## config.mk

```make
export PLATFORM = sky130hd
export DESIGN_NAME = e1_chan_timing
export DESIGN_NICKNAME = d
export VERILOG_FILES = /design/src/rtl/e1t_pkg.sv /design/src/rtl/e1t_slot_counter.sv /design/src/rtl/e1t_mf_counter.sv /design/src/rtl/e1t_mask_bank.sv /design/src/rtl/e1_chan_timing.sv
export SDC_FILE = /design/constraint.sdc
export NUM_CORES = 1
export LEC_CHECK = 0
export ABC_AREA = 1
export BUFFER_PORTS_ARGS = -buffer_cell sky130_fd_sc_hd__buf_4
export CORE_ASPECT_RATIO = 0.5
export CORE_MARGIN = 2
export CORE_UTILIZATION = 50
export CTS_CLUSTER_DIAMETER = 80
export CTS_CLUSTER_SIZE = 20
export DETAILED_ROUTE_END_ITERATION = 10
export PLACE_DENSITY = 0.67
export SYNTH_ARGS = -nofsm -noshare
export SYNTH_HDL_FRONTEND = slang
export SYNTH_HIERARCHICAL = 1
export SYNTH_SLANG_ARGS = --single-unit
```

## constraint.sdc

```tcl
create_clock -name clk -period 6.15 [get_ports clk]
set_input_delay 0.3075 -clock clk [delete_from_list [all_inputs] [get_ports clk]]
set_output_delay 0.3075 -clock clk [all_outputs]
set_load 0.02 [all_outputs]
```

## src/rtl/e1t_pkg.sv

```systemverilog
package e1t_pkg;
    parameter int BITS_PER_SLOT = 8;
    parameter int SLOTS         = 32;
    parameter int MF_FRAMES     = 16;
    parameter int G802_SLOT     = 26;
    parameter int MASK_REG_W    = 8;

    localparam int BIT_W     = $clog2(BITS_PER_SLOT);
    localparam int SLOT_W    = $clog2(SLOTS);
    localparam int MF_W      = $clog2(MF_FRAMES);
    localparam int MASK_REGS = SLOTS / MASK_REG_W;
    localparam int ADDR_W    = $clog2(MASK_REGS);

    typedef enum logic {
        ST_IDLE = 1'b0,
        ST_RUN  = 1'b1
    } e1t_state_t;
endpackage

```

## src/rtl/e1t_slot_counter.sv

```systemverilog
module e1t_slot_counter
    import e1t_pkg::*;
(
    input  logic              clk,
    input  logic              rst_n,
    input  logic              run,
    input  logic              sync_in,
    output logic [BIT_W-1:0]  bit_idx,
    output logic [SLOT_W-1:0] slot_idx,
    output logic              frame_last,
    output logic              frame_first
);
    localparam logic [BIT_W-1:0]  BIT_LAST  = BIT_W'(BITS_PER_SLOT - 1);
    localparam logic [SLOT_W-1:0] SLOT_LAST = SLOT_W'(SLOTS - 1);

    always_ff @(posedge clk) begin
        if (!rst_n) begin
            bit_idx  <= '0;
            slot_idx <= '0;
        end else if (sync_in) begin
            // the pulse cycle is bit 0 of slot 0; the next cycle is bit 1
            bit_idx  <= BIT_W'(1);
            slot_idx <= '0;
        end else if (run) begin
            if (bit_idx == BIT_LAST) begin
                bit_idx  <= '0;
                slot_idx <= (slot_idx == SLOT_LAST) ? '0 : slot_idx + 1'b1;
            end else begin
                bit_idx <= bit_idx + 1'b1;
            end
        end else begin
            bit_idx  <= '0;
            slot_idx <= '0;
        end
    end

    assign frame_last  = (bit_idx == BIT_LAST) && (slot_idx == SLOT_LAST);
    assign frame_first = (bit_idx == '0) && (slot_idx == '0);

    // bit position steps by one inside a timeslot
    a_r2_bit_step: assert property (@(posedge clk) disable iff (!rst_n)
        (run && !sync_in && bit_idx != BIT_LAST) |=> (bit_idx == BIT_W'($past(bit_idx) + 1)));

    // frame wraps to slot 0 bit 0
    a_r2_frame_wrap: assert property (@(posedge clk) disable iff (!rst_n)
        (run && !sync_in && frame_last) |=> frame_first);

    // realignment lands on bit 1 of slot 0
    a_r9_realign: assert property (@(posedge clk) disable iff (!rst_n)
        sync_in |=> (bit_idx == BIT_W'(1) && slot_idx == '0));
endmodule

```

## src/rtl/e1t_mf_counter.sv

```systemverilog
module e1t_mf_counter
    import e1t_pkg::*;
(
    input  logic            clk,
    input  logic            rst_n,
    input  logic            run,
    input  logic            sync_in,
    input  logic            frame_last,
    input  logic            frame_first,
    output logic [MF_W-1:0] mf_idx
);
    localparam logic [MF_W-1:0] MF_LAST = MF_W'(MF_FRAMES - 1);

    logic advance;

    always_comb begin
        if (sync_in) advance = run && !frame_first;
        else         advance = run && frame_last;
    end

    always_ff @(posedge clk) begin
        if (!rst_n || !run) begin
            mf_idx <= '0;
        end else if (advance) begin
            mf_idx <= (mf_idx == MF_LAST) ? '0 : mf_idx + 1'b1;
        end
    end

    // frame count changes only at a frame boundary or on a realign
    a_r8_mf_hold: assert property (@(posedge clk) disable iff (!rst_n)
        (run && !sync_in && !frame_last) |=> $stable(mf_idx));

    // aligned sync in run leaves the multiframe count alone
    a_r9_aligned_noop: assert property (@(posedge clk) disable iff (!rst_n)
        (run && sync_in && frame_first) |=> $stable(mf_idx));
endmodule

```

## src/rtl/e1t_mask_bank.sv

```systemverilog
module e1t_mask_bank
    import e1t_pkg::*;
(
    input  logic                  clk,
    input  logic                  rst_n,
    input  logic                  load,
    input  logic                  wr_en,
    input  logic [ADDR_W-1:0]     wr_addr,
    input  logic [MASK_REG_W-1:0] wr_data,
    input  logic [SLOT_W-1:0]     slot_idx,
    output logic                  blk_bit
);
    logic [SLOTS-1:0] shadow_flat;
    logic [SLOTS-1:0] active_q;

    for (genvar r = 0; r < MASK_REGS; r++) begin : g_reg
        logic [MASK_REG_W-1:0] reg_q;
        always_ff @(posedge clk) begin
            if (!rst_n)
                reg_q <= '0;
            else if (wr_en && wr_addr == ADDR_W'(r))
                reg_q <= wr_data;
        end
        assign shadow_flat[r*MASK_REG_W +: MASK_REG_W] = reg_q;
    end

    always_ff @(posedge clk) begin
        if (!rst_n)    active_q <= '0;
        else if (load) active_q <= shadow_flat;
    end

    assign blk_bit = active_q[slot_idx];

    // active mask never changes inside a frame
    a_r6_mask_hold: assert property (@(posedge clk) disable iff (!rst_n)
        !load |=> $stable(active_q));
endmodule

```

## src/rtl/e1_chan_timing.sv

```systemverilog
module e1_chan_timing
    import e1t_pkg::*;
(
    input  logic                  clk,
    input  logic                  rst_n,
    input  logic                  sync_in,
    input  logic                  mf_sel,
    input  logic                  g802_en,
    input  logic                  wr_en,
    input  logic [ADDR_W-1:0]     wr_addr,
    input  logic [MASK_REG_W-1:0] wr_data,
    output logic                  chan_clk,
    output logic                  chan_blk,
    output logic                  sync_out
);
    localparam logic [BIT_W-1:0]  BIT_LAST = BIT_W'(BITS_PER_SLOT - 1);
    localparam logic [SLOT_W-1:0] G_SLOT   = SLOT_W'(G802_SLOT);

    e1t_state_t state_q, state_d;
    logic              run;
    logic [BIT_W-1:0]  bit_idx;
    logic [SLOT_W-1:0] slot_idx;
    logic [MF_W-1:0]   mf_idx;
    logic              frame_last, frame_first;
    logic              blk_bit, mask_load;

    always_ff @(posedge clk) begin
        if (!rst_n) state_q <= ST_IDLE;
        else        state_q <= state_d;
    end

    always_comb begin
        state_d = state_q;
        unique case (state_q)
            ST_IDLE: if (sync_in) state_d = ST_RUN;   // IDLE_TO_RUN
            ST_RUN:  state_d = ST_RUN;                // RUN_HOLD
        endcase
    end

    assign run       = (state_q == ST_RUN);
    assign mask_load = !run || sync_in || frame_last;

    e1t_slot_counter u_slot (
        .clk(clk), .rst_n(rst_n), .run(run), .sync_in(sync_in),
        .bit_idx(bit_idx), .slot_idx(slot_idx),
        .frame_last(frame_last), .frame_first(frame_first)
    );

    e1t_mf_counter u_mf (
        .clk(clk), .rst_n(rst_n), .run(run), .sync_in(sync_in),
        .frame_last(frame_last), .frame_first(frame_first), .mf_idx(mf_idx)
    );

    e1t_mask_bank u_mask (
        .clk(clk), .rst_n(rst_n), .load(mask_load),
        .wr_en(wr_en), .wr_addr(wr_addr), .wr_data(wr_data),
        .slot_idx(slot_idx), .blk_bit(blk_bit)
    );

    always_comb begin
        chan_clk = 1'b0;
        chan_blk = 1'b0;
        sync_out = 1'b0;
        unique case (state_q)
            ST_IDLE: ;
            ST_RUN: begin
                chan_clk = (bit_idx == BIT_LAST);
                chan_blk = blk_bit ||
                           (g802_en && slot_idx == G_SLOT && bit_idx == '0);
                sync_out = frame_first && (!mf_sel || mf_idx == '0);
            end
        endcase
    end

    // channel clock is a single-cycle strobe
    a_r3_clk_single: assert property (@(posedge clk) disable iff (!rst_n)
        chan_clk |=> !chan_clk);

    // sync output is a single-cycle strobe
    a_r7_sync_single: assert property (@(posedge clk) disable iff (!rst_n)
        sync_out |=> !sync_out);

    // idle holds every output low until a frame pulse arrives
    a_r1_idle_quiet: assert property (@(posedge clk) disable iff (!rst_n)
        (!run && !sync_in) |=> !(chan_clk || chan_blk || sync_out));

    // leaving reset always starts in idle
    a_r10_reset_idle: assert property (@(posedge clk)
        !rst_n |=> (state_q == ST_IDLE));
endmodule

```

### After elaboration in Yosys (flattened, before gate mapping)

Index checks and enable logic that the tools add are counted.

| word-level totals | value |
|---|---|
| register bits after elaboration | 77 |
| latch bits | 0 |
| memory bits (writable) | 0 |
| memory bits (read-only) | 0 |
| input bits | 16 |
| word-level logic and storage cells | 62 |
| memories | 0 |

| cells by class | value |
|---|---|
| $add $sub $neg | 3 |
| multiply operators | 0 |
| div/mod/pow operators | 0 |
| order comparisons | 1 |
| equal/unequal tests | 7 |
| shift operators | 0 |
| mux-type cells | 13 |
| bitwise operators | 2 |
| reductions and logical operators | 26 |

Operator list:

| kind | number |
|---|---|
| $logic_and A1 B1 Y1 | 11 |
| $eq A5 B5 Y1 const B | 2 |
| $mux W1 | 9 |
| $lt A5 B6 Y1 const B | 1 |
| $add A5 B1 Y5 const B | 1 |
| $bmux W1 S5 | 1 |
| $logic_not A5 Y1 | 1 |
| $logic_or A1 B1 Y1 | 5 |
| $mux W5 | 1 |
| $add A4 B1 Y4 const B | 1 |
| $eq A2 B2 Y1 const B | 2 |
| $eq A4 B4 Y1 const B | 1 |
| $logic_not A1 Y1 | 4 |
| $logic_not A4 Y1 | 1 |
| $mux W4 | 1 |
| $reduce_or A4 Y1 | 1 |
| $add A3 B1 Y3 const B | 1 |
| $eq A3 B3 Y1 const B | 1 |
| $logic_not A3 Y1 | 1 |
| $reduce_or A3 Y1 | 1 |
| $eq A2 B1 Y1 const B | 1 |
| $logic_not A2 Y1 | 1 |
| $not A1 Y1 | 2 |
| $pmux W1 S2 | 1 |

### Depth between registers and ports, before layout

Gate-level depths: netlist (run 1).

| logic depth | value |
|---|---|
| depth after elaboration | 5 |
| depth in mapped cells | 13 |
| mapped depth without buffers | 11 |

### Hierarchy

Netlist (run 1), hierarchy kept.

By module, submodules not included:

| module | instances | cells each | area each (um^2) | sequential area each (um^2) |
|---|---|---|---|---|
| e1t_mask_bank | 1 | 350 | 2598.7 | 1281.2 |
| e1t_slot_counter | 1 | 58 | 424.2 | 160.2 |
| e1t_mf_counter | 1 | 36 | 236.5 | 80.1 |
| e1_chan_timing | 1 | 23 | 113.9 | 20.0 |

### Least setup slack after synthesis (run 1)

No wires, ideal clock.

| timing path | value |
|---|---|
| kind | register to register |
| start point | register u_slot.slot_idx[0] |
| end point | register u_mask.active_q[21] |
| arrival | 1.958 ns |
| data required time | 6.085 ns |
| path slack | 4.127 ns |
| stages on the path, launching flop included | 12 |
| path buffers | 2 |
| clock period less this slack | 2.023 ns |
| cells stage by stage | dfxtp_1 ha_1 and3_1 ha_1 nand2_1 inv_1 or3_1 clkbuf_2 inv_1 clkbuf_1 nor2_1 nor2_1 |

| between the ends | value |
|---|---|
| longest elaborated chain between the ends | 3 |

RTL lines:

| item | RTL line | RTL |
|---|---|---|
| from (decl) | e1t_slot_counter.sv:9 | `output logic [SLOT_W-1:0] slot_idx,` |
| from (signal assigned) | e1t_slot_counter.sv:27 | `slot_idx <= (slot_idx == SLOT_LAST) ? '0 : slot_idx + 1'b1;` |
| $eq A5 B5 Y1 | e1t_slot_counter.sv:37 | `assign frame_last = (bit_idx == BIT_LAST) && (slot_idx == SLOT_LAST);` |
| $logic_and A1 B1 Y1 | e1t_slot_counter.sv:37 |  |
| via frame_last | e1_chan_timing.sv:24 | `logic frame_last, frame_first;` |
| $logic_or A1 B1 Y1 | e1_chan_timing.sv:41 | `assign mask_load = !run \|\| sync_in \|\| frame_last;` |
| via mask_load | e1_chan_timing.sv:25 | `logic blk_bit, mask_load;` |
| to (signal assigned) | e1t_mask_bank.sv:29 | `else if (load) active_q <= shadow_flat;` |
| to (decl) | e1t_mask_bank.sv:14 | `logic [SLOTS-1:0] active_q;` |

The timed path passes the listed nets, and every way through them passes these cells.
A chain may end at the register's enable or synchronous reset.

### Worst setup path in the final report (run 1)

| timing path | value |
|---|---|
| start point | register u_slot.slot_idx[0] |
| end point | register u_mask.active_q[0] |

Same word-level chain as after synthesis.

==> results.cfg, run 1 <==
[yosys]
synth_top_area_share_pct = 45.7
ys_top_cells_by_count = nor2_1 (90), dfxtp_1 (77), nand2_1 (76), o21ai_0 (49), inv_1 (38)
async_flop_share_pct = 0
postSynthAreaPerCell_um2 = 7.22
syn_area_um2 = 3370
synth_area_leaders = dfxtp_1 (46%), nor2_1 (10%), nand2_1 (8.5%), o21ai_0 (7.3%), nand3_1 (5.5%)
synth_top_area_cell = dfxtp_1
synth.ff_latch_count = 77
synth_flop_cell = dfxtp_1
synth_edf_count = 0
seq_area_frac_synth_pct = 45.7
synthCells = 467
synth_nets = 490
synth_cell_types = 31
yosysWarningCount = 6
synth.most_common_cell = nor2_1

[hold_path]
min_from = wr_data[4]
hold_class = in -> reg

[power_and_ir_drop]
pwr-share-clk_pct = 49.3
power.density_nw_per_um2 = 318
p_int_uw = 950
p_leak_nw = 1.59
p_sw_uw = 273
total_power_mw = 1.22
irDropWorstVdd_uv = 150
sw_frac_of_total_pct = 22.3
p_seq_share_pct = 43.8
p_comb_share_pct = 6.8

[floorplan]
dieArea_um2 = 7460
ios = 19
rows = 21
start_util_pct = 51.1
fp.dieH_um = 62.1
chipWidth_um = 120
core_region_area_um2 = 6600

[clock_network]
post_cts_buffers = 0
ctsResizeCount = 0
cts_buffers = 9
clk_pin_slew_worst_paths_ns = 0.06
ctsHoldBuffers = 0
root_buffer = clkbuf_16
cts_sinks = 77
clk_latency_ns = 0.34
cts_tree = done
cts_max_path_buffers = 2
cts.htree.levels = 3

[sta]
clock.fmax_ghz = 0.360
rsz0062_at_grt = false
hold_viol_final = 0
fin_crit_sh_pct = 45.2
period_needed_ns = 2.78
relSlewSlack_pct = 48.5
finalSetupViolCount = 0
drv_slew = 0
fin_skew_ns = 0.00515
tns_ns = 0
worst_pin_slew_ns = 0.772

[setup_path]
crit_type = reg -> reg
required_ns = 6.42
critPathLaunch = u_slot/slot_idx[0]
worstReg2RegStart = u_slot/slot_idx[0]
cp_data_arrival_time_ns = 3.05
setup.worst_path.start_class = register
critPathCaptureType = register
cp_max_fo = 44

[global_routing]
grt_pass1_wl_um = 12200
grt_max_degree = 65
track_usage_pct = 21.4
grt-ovfl-total = 0
first_global_vias = 2504
antenna_found_initial = 0

[layout]
fillCellCount = 658
area_delta_synth_final_pct = 14.0
n_antenna_cell = 0
multi_input_area_um2 = 1540
nNetsFinal = 500
drive_gt1_share_pct = 11.0
final_cells = 573
regArea_um2 = 1540

[place]
dp_hpwl_um = 4960
place_inst = 558
routabilityCongestion = 0.763
port_buffers = 18

[routing]
drtIter0Drc = 244
ant_nets = 0
vias = 2848
drc_errors = 0
firstDrtPassIters = 4
routed_wirelength_um = 7350
wl_per_cell_um = 12.8
vias_per_cell = 4.97

[job]
drv_cap = 0

[run_status]
outcome = finished clean
## placed cells by master, fill, tap and decap left out
master,instances
ha_1,7
nand3b_1,1
nor2_4,2
nor3_1,2
a21oi_1,32
clkbuf_1,1
dfxtp_1,77
o21ai_1,12
inv_2,4
a21oi_2,1
nand2_2,6
and3_1,1
bufinv_16,3
nor3_4,1
a21boi_0,1
inv_6,3
nand2_1,76
clkbuf_16,9
nor2_2,4
or3_1,1
inv_1,38
o21ai_0,49
buf_4,19
xor2_1,2
nand3_1,37
nor2_1,90
o21a_1,1
nand3_2,1
## state kept, by name, summed over array words and instances (netlist names)
name             count
u_mask/g.reg_q      32
u_slot/bit_idx       3
u_mf/mf_idx          4
u_slot/slot_idx      5
run                  1
u_mask/active_q     32
## kinds of logic (layout without fill, tap and decap cells)
logic type      Yosys count  after routing  share of synthesized area, %
flops                    77             77                          45.7
compound gates           96             96                          14.5
fa+ha+maj                 7              7                          2.60
xor+xnor                  2              2                         0.519
buf+inv                  63             77                          8.53
simple gates            222            222                          28.2
## critical path, cell delays in order, from the launching register on
cell,delay (ns)
dfxtp_1,0.55
ha_1,0.34
and3_1,0.18
ha_1,0.18
nand2_1,0.06
inv_1,0.06
or3_1,0.34
buf_4,0.25
inv_1,0.48
nor2_1,0.11
nor2_1,0.13
## per-stage QoR
stage / hold slack, ns / utilization, % / worst slack [ns] / cell area [µm²]
5_1_grt: 0.233 / 58.3 / 3.03 / 3850
6_report: 0.230 / 58.3 / 3.37 / 3850
3_5_place_dp: 0.448 / 53.2 / 3.41 / 3510
4_1_cts: 0.226 / 58.3 / 3.36 / 3850
3_3_place_gp: 0.444 / 53.2 / 3.46 / 3510
2_1_floorplan: 0.425 / - / 4.13 / 3370
## power groups by stage
| stage | clock (mW) | sequential [mW] | combinational (mW) |
|---|---|---|---|
| final | 0.603 | 0.536 | 0.0835 |
| after global routing | 0.634 | 0.538 | 0.0962 |
| after CTS | 0.613 | 0.535 | 0.0834 |
| after detailed placement | 0 | 0.546 | 0.0827 |
| after global placement | 0 | 0.547 | 0.0813 |
| after floorplan | 0 | 0.541 | 0.0583 |
## final timing paths
path | end | slack (ns) | cells after the start
hold reg to reg | u_mask/g_reg[3].reg_q[6] | 0.45 | 2
setup reg to reg | u_mask/active_q[0] | 3.37 | 10
setup / recovery | u_mask/active_q[0] | 3.37 | 10
hold / removal | u_mask/g_reg[2].reg_q[4] | 0.23 | 3
## layout make-up
cell class,count,share of cell area [%]
inverter,43,4.33
tap,92,2.99
timing repair buffer,19,3.71
clock inverter,5,2.80
multi-input combinational,327,40.1
sequential,77,40.1
clock buffer,10,5.95
## layer usage
metal | vias to the layer above | global-route usage [%] | routed length (µm)
met2 | 46 | 30.7 | 2920
li1 | 1521 | - | -
met3 | 7 | 8.03 | 364
met5 | - | 0 | 0
met4 | 0 | 5.04 | 64
met1 | 1274 | 30.4 | 4010
(Power assumes the default switching activity.)
==> run 2: changes to the inputs <==
- clock period: 6.15 -> 2.8 ns (I/O delays scaled with it)
==> run 2 against run 1 <==
Effect of this change:
- first-iteration DRC count down 13%
- worst hold slack worse by 0.16 ns
- clock skew about the same
- flip-flop and latch count unchanged
- sequential share of layout area up 0.21 points
- clock power up 92%
- critical path type unchanged
- power up 110%
==> results.cfg, run 2 (synthesis gave the netlist of run 1 again) <==
[run_status]
outcome = finished clean

[sta]
clock.fmax_ghz = 0.457
fin_crit_sh_pct = 78.1
hold_viol_final = 0
whs_ns = 0.0683
relSlewSlack_pct = 55.4
finalSetupViolCount = 0
worst_pin_slew_ns = 0.668
drv_slew = 0
fin_skew_ns = 0.00519
rsz0062_at_grt = false
tns_ns = 0
period_needed_ns = 2.19
fin_ws_ns = 0.614

[floorplan]
ios = 19
fp.dieH_um = 62.1
core_region_area_um2 = 6600
dieArea_um2 = 7460
chipWidth_um = 120
rows = 21
start_util_pct = 51.1

[layout]
top_regs = u_mask/active_q: 32 flops, u_mask/g.reg_q: 32 flops, u_slot/slot_idx: 5 flops
drive_gt1_share_pct = 11.6
fin_area_um2 = 3830
multi_input_area_um2 = 1540
final_cell_mix = nor2_1 (90), dfxtp_1 (77), nand2_1 (76), o21ai_0 (49), inv_1 (38)
final_common_cell = nor2_1
fillCellCount = 646
regArea_um2 = 1540
area_delta_synth_final_pct = 13.4
fin_util_pct = 58.0
n_antenna_cell = 0
final_cells = 576
nNetsFinal = 502

[place]
routabilityCongestion = 0.798
place_inst = 560
dp_hpwl_um = 4900
port_buffers = 18
placed_area_um2 = 3520
dp_slack_ns = 0.644

[global_routing]
antenna_found_initial = 0
grt_max_degree = 65
grt-ovfl-total = 0
grt_pass1_wl_um = 12200
first_global_vias = 2508
track_usage_pct = 21.9

[routing]
drc_errors = 0
vias_per_cell = 5.08
vias = 2928
firstDrtPassIters = 5
drtIter0Drc = 213
routed_wirelength_um = 7610
ant_nets = 0
wl_per_cell_um = 13.2

[setup_path]
cp_data_arrival_time_ns = 2.46
required_ns = 3.08
crit_type = reg -> reg
reg2reg_setup_slack_ns = 0.61
cp_max_fo = 21
setup.worst_path.start_class = register
critPathCaptureType = register

[power_and_ir_drop]
p_leak_nw = 1.58
power.density_nw_per_um2 = 659
total_power_mw = 2.52
irDropWorstVdd_uv = 450

[clock_network]
ctsHoldBuffers = 0
cts_buffers = 9
cts_max_path_buffers = 2
post_cts_buffers = 0
cts_sinks = 77
clk_pin_slew_worst_paths_ns = 0.06
cts.htree.levels = 3
clk_latency_ns = 0.34
root_buffer = clkbuf_16
cts_tree = done
ctsResizeCount = 0

[job]
drv_cap = 0

[hold_path]
hold_class = in -> reg
## run 2: final cells by class
class | instances | area share [%]
Timing Repair Buffer | 21 | 4.12
Sequential cell | 77 | 40.3
Multi-Input combinational cell | 327 | 40.4
Clock buffer | 11 | 6.34
Clock inverter | 5 | 1.54
Inverter | 43 | 4.35
Tap cell | 92 | 3.01
## run 2: critical path: stages (launching register included)
cell and delay (ns):
dfxtp_1 0.31, ha_1 0.20, and3_1 0.18, ha_1 0.18, nand2_1 0.06, inv_1 0.06, or3_1 0.38, inv_1 0.51
nor2_1 0.12, nor2_1 0.12
## run 2: final timing paths
| path | endpoint | cells after the start | from |
|---|---|---|---|
| setup / recovery | u_mask/active_q[1] | 9 | u_slot/slot_idx[0] |
| hold / removal | u_mask/g_reg[2].reg_q[1] | 3 | wr_data[1] |
| setup reg to reg | u_mask/active_q[1] | 9 | u_slot/slot_idx[0] |
| hold reg to reg | u_mask/g_reg[3].reg_q[0] | 2 | u_mask/g_reg[3].reg_q[0] |
## run 2: power by group
part	internal [mW]	switching, mW
combinational	0.0674	0.116
sequential	1.15	0.0285
clock	0.715	0.445
total	1.93	0.590
## run 2: routing by layer
metal  up-vias  part of all wire [%]  GRT usage [%]
met2        56                    41           33.2
met4         0                  0.35           6.55
met3         2                   5.5           7.21
met5         -                     0              0
li1       1531                     -              -
met1      1339                    53           30.4
==> run 3: changes to the inputs <==
- PLACE_DENSITY: 0.67 -> 0.7
- clock period: 2.8 -> 2 ns (I/O delays scaled with it)
==> run 3 against run 2 <==
Effect of this change:
- global-route usage is 0.34 points higher
- clock power grew 47%
- via count up 2.0%
- flip-flop and latch count unchanged
- first-iteration DRC count grew 46%
- highest routed layer unchanged
- clock skew rose by 0.0015 ns
- register-to-register slack got worse by 0.58 ns
==> results.cfg, run 3 (synthesis gave the netlist of run 1 again) <==
[sta]
fin_ws_ns = 0.0380
rsz0062_at_grt = true
worst_pin_slew_ns = 0.409
period_needed_ns = 1.96
relSlewSlack_pct = 72.7
clock.fmax_ghz = 0.510
fin_crit_sh_pct = 98.1
drv_slew = 0
finalSetupViolCount = 0
fin_skew_ns = 0.00668
hold_viol_final = 0
whs_ns = 0.0253

[place]
dp_hpwl_um = 5070
routabilityCongestion = 0.807
dp_slack_ns = 0.0318
port_buffers = 18

[routing]
routed_wirelength_um = 7790
drtIter0Drc = 312
vias = 2986
ant_nets = 0
wl_per_cell_um = 13.3
firstDrtPassIters = 4
vias_per_cell = 5.11
drc_errors = 0

[floorplan]
ios = 19
core_region_area_um2 = 6600
rows = 21
dieArea_um2 = 7460
chipWidth_um = 120
start_util_pct = 51.1
fp.dieH_um = 62.1

[clock_network]
root_buffer = clkbuf_16
cts_sinks = 77
clk_latency_ns = 0.34
clk_pin_slew_worst_paths_ns = 0.06
cts_max_path_buffers = 2
cts_buffers = 9
cts_tree = done
cts.htree.levels = 3
ctsHoldBuffers = 0

[setup_path]
reg2reg_setup_slack_ns = 0.04
critPathCaptureType = register
worst_path_most_repeated_cell = ha_1
cp_max_fo = 31
required_ns = 2.23
slowest_stage = or3_4
cp_slowest_stage_delay_ns = 0.40
cp_data_arrival_time_ns = 2.20
r2r-end = u_mask/active_q[3]
crit_type = reg -> reg
path_cells = ha_1 > and3_1 > ha_1 > nand2_1 > inv_1 > or3_4 > buf_12 > o21ai_1 > nor2_1
reg2reg_depth = 9
worstReg2RegStart = u_slot/slot_idx[0]
setup.worst_path.start_class = register

[global_routing]
grtUsageMet1_pct = 30.0
grt_most_used_layer = met2
grt.met3_usage_pct = 7.03
antenna_found_initial = 0
track_usage_pct = 22.3
globalRouteMet2Util_pct = 34.8
grt_max_degree = 35
first_global_vias = 2515
grt_pass1_wl_um = 12500
grt-ovfl-total = 0

[run_status]
outcome = finished clean

[layout]
fin_util_pct = 60.7
final_cell_mix = nor2_1 (90), nand2_1 (76), dfxtp_1 (76), inv_1 (37)
top_regs = u_mask/active_q: 32 flops, u_mask/g.reg_q: 32 flops, u_slot/slot_idx: 5 flops
drive_gt1_share_pct = 15.4
n_antenna_cell = 0
nNetsFinal = 510
final_common_cell = nor2_1
area_delta_synth_final_pct = 18.6

[hold_path]
hold_class = in -> reg
holdPathStages = 3
min_to = u_mask/g_reg[0].reg_q[1]
min_from = wr_data[1]

[power_and_ir_drop]
p_leak_nw = 1.67
power.density_nw_per_um2 = 910
irDropWorstVdd_uv = 455

[job]
drv_cap = 0
## run 3: cell types whose count changed in the layout (fill, tap and decap cells not counted), sizes merged
cell / before / now
buf: 21 / 29
inv: 44 / 42
clkinv: 1 / 3
clkbuf: 11 / 12
clkinvlp: 2 / 1
## run 3: final cells by class
type / instances / area [µm²]
Timing Repair Buffer: 29 / 263
Clock buffer: 12 / 267
Tap cell: 92 / 115
Clock inverter: 4 / 55.1
Multi-Input combinational cell: 327 / 1580
Inverter: 43 / 176
Sequential cell: 77 / 1540
Fill cell: 615 / 2590
## run 3: per-stage QoR
step	total power [mW]	TNS [ns]	cell area [µm²]	instances
after floorplan	1.84	-0.457	3370	467
after global placement	1.94	0	3610	568
after detailed placement	1.94	0	3610	568
after CTS	3.64	0	3930	584
after global routing	3.79	-0.439	4000	584
final	3.64	0	4000	584
## run 3: worst max path at each step
stage,depth (start not counted),slack (ns),end,start
after global routing,9,-0.06,u_mask/active_q[23],u_slot/slot_idx[0]
after floorplan,11,-0.02,u_mask/active_q[21],u_slot/slot_idx[0]
final,9,0.04,u_mask/active_q[3],u_slot/slot_idx[0]
after global placement,9,0.10,u_mask/active_q[7],u_slot/slot_idx[0]
after detailed placement,9,0.03,u_mask/active_q[3],u_slot/slot_idx[0]
after CTS,9,0.004,u_mask/active_q[14],u_slot/slot_idx[0]
## run 3: critical path, delay by kind of cell, from the launching register on
kind | cells | cell delay (ns)
fa+ha+maj | 2 | 0.40
simple gates | 4 | 0.72
compound gates | 1 | 0.16
buf+inv | 2 | 0.23
flops | 1 | 0.33
## run 3: timing repair
| item | 4_1_cts | 5_1_grt |
|---|---|---|
| buffers inserted | 0 | 0 |
| cloned | 0 | 0 |
| setup endpoints to repair | 1 | 34 |
| resized for setup | 1 | 48 |
## run 3: where the power goes
group          switching, mW  internal, mW
clock                  0.631          1.07
combinational          0.175         0.111
sequential            0.0424          1.61
## run 3: per-layer routing
metal / up-vias / part of all wire, %
met4: 0 / 0.62
met3: 5 / 6.3
li1: 1547 / -
met2: 85 / 43
met1: 1349 / 50
met5: - / 0
